<file path="config.mk">
export PLATFORM = sky130hd
export DESIGN_NAME = alert_pin_driver
export DESIGN_NICKNAME = d
export VERILOG_FILES = /design/src/rtl/alert_pkg.sv /design/src/rtl/alert_bit_cell.sv /design/src/rtl/alert_latch_ctl.sv /design/src/rtl/alert_cmp_follow.sv /design/src/rtl/alert_pin_driver.sv
export SDC_FILE = /design/constraint.sdc
export NUM_CORES = 1
export LEC_CHECK = 0
export BUFFER_PORTS_ARGS = -buffer_cell sky130_fd_sc_hd__buf_4
export CAP_MARGIN = 0
export CORE_ASPECT_RATIO = 0.6
export CORE_UTILIZATION = 40
export DETAILED_ROUTE_END_ITERATION = 7
export PLACE_DENSITY = 0.75
export REMOVE_ABC_BUFFERS = 1
export SETUP_SLACK_MARGIN = 0.15
export SKIP_CTS_REPAIR_TIMING = 1
export SYNTH_ARGS = -nofsm -noshare
export SYNTH_HDL_FRONTEND = slang
export SYNTH_HIERARCHICAL = 1
export SYNTH_SLANG_ARGS = --single-unit
</file>
<file path="constraint.sdc">
create_clock -name clk -period 1.92 [get_ports clk]
set_clock_uncertainty 0.2 [all_clocks]
set_input_delay 0.096 -clock clk [delete_from_list [all_inputs] [get_ports clk]]
set_output_delay 0.096 -clock clk [all_outputs]
set_load 0.01 [all_outputs]
</file>
<file path="src/rtl/alert_pkg.sv">
package alert_pkg;

  typedef enum logic {
    MODE_LATCH = 1'b0,
    MODE_CMP   = 1'b1
  } pin_mode_e;

endpackage

</file>
<file path="src/rtl/alert_bit_cell.sv">
module alert_bit_cell (
  input  logic clk,
  input  logic rst_n,
  input  logic evt_i,
  input  logic en_i,
  input  logic clr_i,
  output logic sticky_o,
  output logic fresh_o
);

  logic sticky_q;
  logic base_w;

  // A clear empties the bit first, so an event in the clear cycle is seen as fresh.
  assign base_w   = clr_i ? 1'b0 : sticky_q;
  assign fresh_o  = evt_i & en_i & ~base_w;
  assign sticky_o = sticky_q;

  always_ff @(posedge clk or negedge rst_n) begin
    if (!rst_n) sticky_q <= 1'b0;
    else        sticky_q <= base_w | evt_i;
  end

  // a latched bit only falls through a clear
  p_sticky_hold_r2: assert property (@(posedge clk) disable iff (!rst_n)
    (sticky_q && !clr_i) |=> sticky_q);

  // an event always lands in the bit
  p_event_lands_r2: assert property (@(posedge clk) disable iff (!rst_n)
    evt_i |=> sticky_q);

endmodule

</file>
<file path="src/rtl/alert_latch_ctl.sv">
module alert_latch_ctl #(
  parameter int NBITS = 16
) (
  input  logic             clk,
  input  logic             rst_n,
  input  logic [NBITS-1:0] fresh_i,
  input  logic             clr_i,
  input  logic             ara_win_i,
  output logic             alert_o
);

  logic alert_q;
  logic any_fresh_w;

  assign any_fresh_w = |fresh_i;
  assign alert_o     = alert_q;

  always_ff @(posedge clk or negedge rst_n) begin
    if (!rst_n)                  alert_q <= 1'b0;
    else if (any_fresh_w)        alert_q <= 1'b1;
    else if (clr_i || ara_win_i) alert_q <= 1'b0;
  end

  // a fresh enabled event always raises the alert
  p_fresh_raises_r3: assert property (@(posedge clk) disable iff (!rst_n)
    (|fresh_i) |=> alert_q);

  // release on address delivery without a new event
  p_ara_release_r6: assert property (@(posedge clk) disable iff (!rst_n)
    (ara_win_i && fresh_i == '0) |=> !alert_q);

  // no alert appears without a fresh event
  p_no_spurious_r5: assert property (@(posedge clk) disable iff (!rst_n)
    (!alert_q && fresh_i == '0) |=> !alert_q);

endmodule

</file>
<file path="src/rtl/alert_cmp_follow.sv">
module alert_cmp_follow #(
  parameter int NBITS = 16,
  parameter int SEL_W = 4
) (
  input  logic             clk,
  input  logic             rst_n,
  input  logic [NBITS-1:0] evt_i,
  input  logic [SEL_W-1:0] sel_i,
  output logic             above_o
);

  logic above_q;
  logic pick_w;

  always_comb begin
    pick_w = 1'b0;
    for (int i = 0; i < NBITS; i++) begin
      if (sel_i == SEL_W'(i)) pick_w = evt_i[i];
    end
  end

  always_ff @(posedge clk or negedge rst_n) begin
    if (!rst_n) above_q <= 1'b0;
    else        above_q <= pick_w;
  end

  assign above_o = above_q;

endmodule

</file>
<file path="src/rtl/alert_pin_driver.sv">
module alert_pin_driver #(
  parameter int NBITS = 16,
  localparam int SEL_W = (NBITS > 1) ? $clog2(NBITS) : 1
) (
  input  logic             clk,
  input  logic             rst_n,
  input  logic [NBITS-1:0] evt_i,
  input  logic [NBITS-1:0] en_i,
  input  logic             mode_i,
  input  logic [SEL_W-1:0] cmp_sel_i,
  input  logic             clr_i,
  input  logic             ara_win_i,
  output logic [NBITS-1:0] status_o,
  output logic             alert_n_o
);

  import alert_pkg::*;

  logic [NBITS-1:0] sticky_w;
  logic [NBITS-1:0] fresh_w;
  logic             alert_w;
  logic             above_w;
  pin_mode_e        mode_w;
  logic             live_q;

  for (genvar b = 0; b < NBITS; b++) begin : g_bit
    alert_bit_cell u_cell (
      .clk      (clk),
      .rst_n    (rst_n),
      .evt_i    (evt_i[b]),
      .en_i     (en_i[b]),
      .clr_i    (clr_i),
      .sticky_o (sticky_w[b]),
      .fresh_o  (fresh_w[b])
    );
  end

  alert_latch_ctl #(.NBITS(NBITS)) u_ctl (
    .clk       (clk),
    .rst_n     (rst_n),
    .fresh_i   (fresh_w),
    .clr_i     (clr_i),
    .ara_win_i (ara_win_i),
    .alert_o   (alert_w)
  );

  alert_cmp_follow #(.NBITS(NBITS), .SEL_W(SEL_W)) u_cmp (
    .clk     (clk),
    .rst_n   (rst_n),
    .evt_i   (evt_i),
    .sel_i   (cmp_sel_i),
    .above_o (above_w)
  );

  assign mode_w    = pin_mode_e'(mode_i);
  assign status_o  = sticky_w;
  assign alert_n_o = (mode_w == MODE_CMP) ? ~above_w : ~alert_w;

  // Marks that at least one clock has passed since reset, so history checks are valid.
  always_ff @(posedge clk or negedge rst_n) begin
    if (!rst_n) live_q <= 1'b0;
    else        live_q <= 1'b1;
  end

  // a clear with no event empties the status
  p_clear_empties_r7: assert property (@(posedge clk) disable iff (!rst_n)
    (clr_i && evt_i == '0) |=> (status_o == '0));

  // an event in the clear cycle is what remains latched
  p_event_wins_r8: assert property (@(posedge clk) disable iff (!rst_n)
    clr_i |=> (status_o == $past(evt_i)));

  // comparator mode follows the selected flag, one cycle late
  p_cmp_follow_r10: assert property (@(posedge clk) disable iff (!rst_n)
    (live_q && mode_i && $past(mode_i)) |-> (alert_n_o == !$past(evt_i[cmp_sel_i])));

  // address delivery never disturbs status
  p_ara_keeps_status_r6: assert property (@(posedge clk) disable iff (!rst_n)
    (ara_win_i && !clr_i && evt_i == '0) |=> $stable(status_o));

endmodule

</file>
* Yosys cells after proc, flatten, opt, wreduce, memory -nomap -nowiden
Index checks and enable logic that the tools add are counted.
Operators by class: equality and inequality tests 15, multiplexer cells 35, bitwise gates (word level) 66, reductions and logical operators 4
Operators with widths (count):
- 1-bit 2-to-1 mux | 35
- 1-bit AND | 32
- 4-bit == test, second input constant | 8
- 1-bit inverter | 18
- 4-bit by 3-bit == test with 1-bit output, second input constant | 4
- 1-bit bitwise OR | 16
- 16-bit OR reduction | 1
- 4-bit by 2-bit == test with 1-bit output, second input constant | 2
- 4-bit by 1-bit == test with 1-bit output, second input constant | 1
- 4-bit zero test | 1
- 2-bit nonzero test | 1
- 1-bit logical OR | 1
Word-level totals: logic and storage cells 138, bits of input ports 41, bits in registers 18, output and inout port bits 17

* Depth between registers and ports, before layout
word-level depth 17, depth in mapped cells 5, mapped depth without buffers 5

* Modules after synthesis
Netlist, hierarchy kept.
Modules (own cells, without submodules):
- alert_bit_cell | instances 16, sequential area each 25.0 sq um, area each 43.8 sq um, cells each 4
- alert_cmp_follow | instances 1, sequential area each 25.0 sq um, area each 195.2 sq um, cells each 17
- alert_latch_ctl | instances 1, sequential area each 25.0 sq um, area each 73.8 sq um, cells each 8
- alert_pin_driver | instances 1, sequential area each 0.0 sq um, area each 10.0 sq um, cells each 1

* Least setup slack after synthesis
No wires, ideal clock.
path kind register to register, start register g_bit[15].u_cell.sticky_q, end register u_ctl.alert_q, in the netlist u_ctl/alert_o, slack 0.478 ns, buffers on the path 0, stages on the path, launching flop included 6, arrival time 1.124 ns, data required time 1.602 ns, cell sequence dfrtp_1 > nand2b_1 > and3_1 > nor4_1 > nand4_1 > a21o_1
On the way: longest elaborated chain between the ends 5
Ends and longest elaborated chain:
- start: declaration | RTL line alert_bit_cell.sv:11 | logic sticky_q;
- start signal: assignment | RTL line alert_bit_cell.sv:21 | else sticky_q <= base_w | evt_i;
- 1-bit 2-to-1 mux * | RTL line alert_bit_cell.sv:15 | assign base_w = clr_i ? 1'b0 : sticky_q;
- 1-bit inverter * | RTL line alert_bit_cell.sv:16 | assign fresh_o = evt_i & en_i & ~base_w;
- 1-bit AND * | RTL line alert_bit_cell.sv:16
- named net fresh_w[15] | RTL line alert_pin_driver.sv:20 | logic [NBITS-1:0] fresh_w;
- 16-bit OR reduction * | RTL line alert_latch_ctl.sv:15 | assign any_fresh_w = |fresh_i;
- 1-bit 2-to-1 mux / 2-bit nonzero test (equally long branches)
- end signal: assignment | RTL line alert_latch_ctl.sv:19 | if (!rst_n) alert_q <= 1'b0;
- end signal: assignment | RTL line alert_latch_ctl.sv:20 | else if (any_fresh_w) alert_q <= 1'b1;
- end signal: assignment | RTL line alert_latch_ctl.sv:21 | else if (clr_i || ara_win_i) alert_q <= 1'b0;
- end: declaration | RTL line alert_latch_ctl.sv:12 | logic alert_q;
Mark *: on every way through the listed nets, which the timed path passes. The rest lies on a longest branch. A chain may end at the register's enable or synchronous reset.

* Worst setup path in the final report
start input evt_i[15], end register u_ctl.alert_q, in the netlist u_ctl/alert_o
On the way: longest elaborated chain between the ends 4
Ends and longest elaborated chain:
- start: declaration | RTL line alert_pin_driver.sv:7 | input logic [NBITS-1:0] evt_i,
- 1-bit AND * (2 in series) | RTL line alert_bit_cell.sv:16
- named net fresh_w[15] | RTL line alert_pin_driver.sv:20
- 16-bit OR reduction * | RTL line alert_latch_ctl.sv:15
- 1-bit 2-to-1 mux / 2-bit nonzero test (equally long branches)
Marked as above.

==> impl_results.md <==
- Outcome: finished, final reports clean
- Hold Fails Final Rpt: 0
- Seq/Total Area, Yosys: 0.4598
- Via Count: around 1000
- Most frequent cells in the layout: buf_4, nand2b_1, dlygate4sd3_1
- P per Cell Area: between 500 and 600 mW/mm²
- CTS max path bufs: 2
- WS Path Type: in2reg
- R2R Path Start: g_bit[15].u_cell/sticky_o$_DFF_PN0_
- Worst EP required: 1.87 ns
- P_leak: slightly above 0.8 nW
- Critical-path cell list: dlygate4sd3_1 -> buf_4 -> and3_1 -> nor4_1 -> nand4_1 -> a21o_1
- Fin. max-slew vios: 0
- Nets: between 200 and 250
- Post-Route Setup TNS: 0 ns
- Final period util: 0.9186
- Remaining DRCs: 0
- Reg2reg path depth: 5
- Final core occ: 0.7480
- Rows: 13
- Min Tclk post-route: 1.764 ns
- Drt first-iter violations: 24
- Final Hold Slack: roughly 0.012 ns
- Synth-to-layout area growth: 71.39%
- Fraction of layout cells with a size suffix above 1: 0.3728
- Core Region: around 0.0022 mm²
- Relative slew slack: 0.6903
- # clock sinks: 18
- Synth Instances: 90
- Fmax: roughly 570 MHz
- Via density: between 5 and 6
- Peak per-stage delay on the critical path: about 0.54 ns
- Reg2reg setup slack: 0.22 ns
- Worst slack, placed: 0.2465 ns
- Max cap viols: 0
- Chip height: between 40 and 50 µm
- Die ar.: about 0.0027 mm²
- Unrepaired setup endpoints after global routing: false
- Antenna-violating nets left: 0
- Fin worst setup slack: ~0.16 ns
- Critical Path Start: evt_i[15]
- Vias in the first global route: 791
- CP Data Arrival Time: around 1.7 ns
- Final setup viols: 0
- Crit start category: input port
- Worst r2r dst: u_ctl/alert_o$_DFFE_PN0P_
- Post-DP Area: roughly 0.0014 mm²
- Root Driver: clkbuf_8
- Number of CTS-inserted buffers: 3
- Cell area after layout: around 0.0017 mm²
- CTS HTree Levels: 1
- Critical Path Slowest Stage Cell: dlygate4sd3_1
- Port bufs: 57
- Drt first pass iters: 4
- Pin count of the biggest net entering global routing: 19
- Crit-path max FO: 4
- FF+latch count, synth: 18
- Area of the mapped netlist: around 980 µm²
- Synth Area per Inst: 10.89 µm²
- Gr usage total: 0.2102
- Total of warnings raised by yosys: 6
- IO Count: between 50 and 60
- Grt ovf: 0
- VDD IR max: 315.9 µV
- Worst Setup EP: u_ctl/alert_o$_DFFE_PN0P_
- Initial core utilization: 0.4365
- Routed wire per std cell: about 14 µm
- Synth cell types: 20
- Die X: ~66 µm
- HPWL after detailed placement: a little over 2000 µm
- Worst-skew pair later-pin latency: about 0.25 ns
- DRT Wirelength: ~2800 µm
- Initial antenna violation count: 0
- Hold Crit Class: in2reg
- Ant diodes: 0
- Placer Congestion: between 0.8 and 0.9
- CTS clk-pin slew, worst paths: 0.07 ns
- First-pass GRT wire length: between 3000 and 4000 µm
- CTS tree: yes
- Kind of end point of the critical path: register
- Slew @ Worst Pin: 0.4604 ns
- Most common cell after layout, fill and taps aside: buf_4
## metrics by stage
stage | cells | power [mW]
after floorplan | 89 | 0.5150
after global placement | 176 | 0.6504
after detailed placement | 176 | 0.6549
after CTS | 180 | 0.9634
after global routing | 199 | 1.035
final | 199 | 0.9902
## worst min-delay path by stage
stage | start | end | slack [ns] | cells after the start
after detailed placement | rst_n | g_bit[4].u_cell/sticky_o$_DFF_PN0_ | -0.22 | 1
after floorplan | rst_n | g_bit[0].u_cell/sticky_o$_DFF_PN0_ | -0.40 | 0
after CTS | rst_n | g_bit[4].u_cell/sticky_o$_DFF_PN0_ | -0.49 | 1
after global routing | cmp_sel_i[1] | u_cmp/above_o$_DFF_PN0_ | 0.04 | 3
final | cmp_sel_i[1] | u_cmp/above_o$_DFF_PN0_ | 0.01 | 3
after global placement | rst_n | g_bit[4].u_cell/sticky_o$_DFF_PN0_ | -0.22 | 1
## Yosys cell counts
master    count  area, µm²
mux2i_1       3      30.03
nand4_1       1      6.260
nor2b_1       1      6.260
mux4_1        3      78.83
buf_6         1      11.26
nor4_1        3      18.77
and3_1       16      100.1
nor2_1        1      3.750
a21oi_1       1      5.000
a21o_1        1      7.510
dfrtp_1      18      450.4
a221oi_1      1      8.760
nand2b_1     33      206.5
inv_1         1      3.750
o22ai_1       1      6.260
nand3_1       1      5.000
a31o_2        1      8.760
nor4_2        1      12.51
o21ai_1       1      5.000
o21ai_0       1      5.000
## power by group
part	total [mW]	leakage, nW	switching, mW	internal, mW
logic	0.261	0.607	0.102	0.160
clock network	0.308	0.0288	0.126	0.182
registers	0.420	0.193	0.0148	0.406
total	0.990	0.830	0.243	0.748
## cell type report
| type | instances | area (µm²) |
|---|---|---|
| Tap cell | 30 | 37.54 |
| Timing Repair Buffer | 76 | 618.1 |
| Multi-Input combinational cell | 70 | 514.2 |
| Sequential cell | 18 | 450.4 |
| Clock buffer | 4 | 55.05 |
| Inverter | 1 | 3.754 |
| Fill cell | 168 | 565.5 |
## layer usage
layer | routed length [µm] | track usage
met1 | 1301 | 0.3140
met2 | 1243 | 0.2934
met3 | 255 | 0.06250
met4 | 14 | 0.04891
met5 | 0 | 0
## cells by family after synthesis
family | count (synthesis) | share of synthesized area
AO/OA/AOI/OAI | 7 | 0.04725
buffers and inverters | 2 | 0.01532
flip-flops | 18 | 0.4598
multiplexers | 6 | 0.1111
AND/OR/NAND/NOR | 57 | 0.3665
## worst max-delay path, delay by kind of cell
kind	cells	cell delay, ns
compound gates	1	0.17
buf+inv	2	0.69
simple gates	3	0.75
## registers in the layout (all words and copies together) (netlist names)
| register | count |
|---|---|
| g_bit.u_cell/sticky_o | 16 |
| u_cmp/above_o | 1 |
| u_ctl/alert_o | 1 |
(Power assumes the default switching activity.)
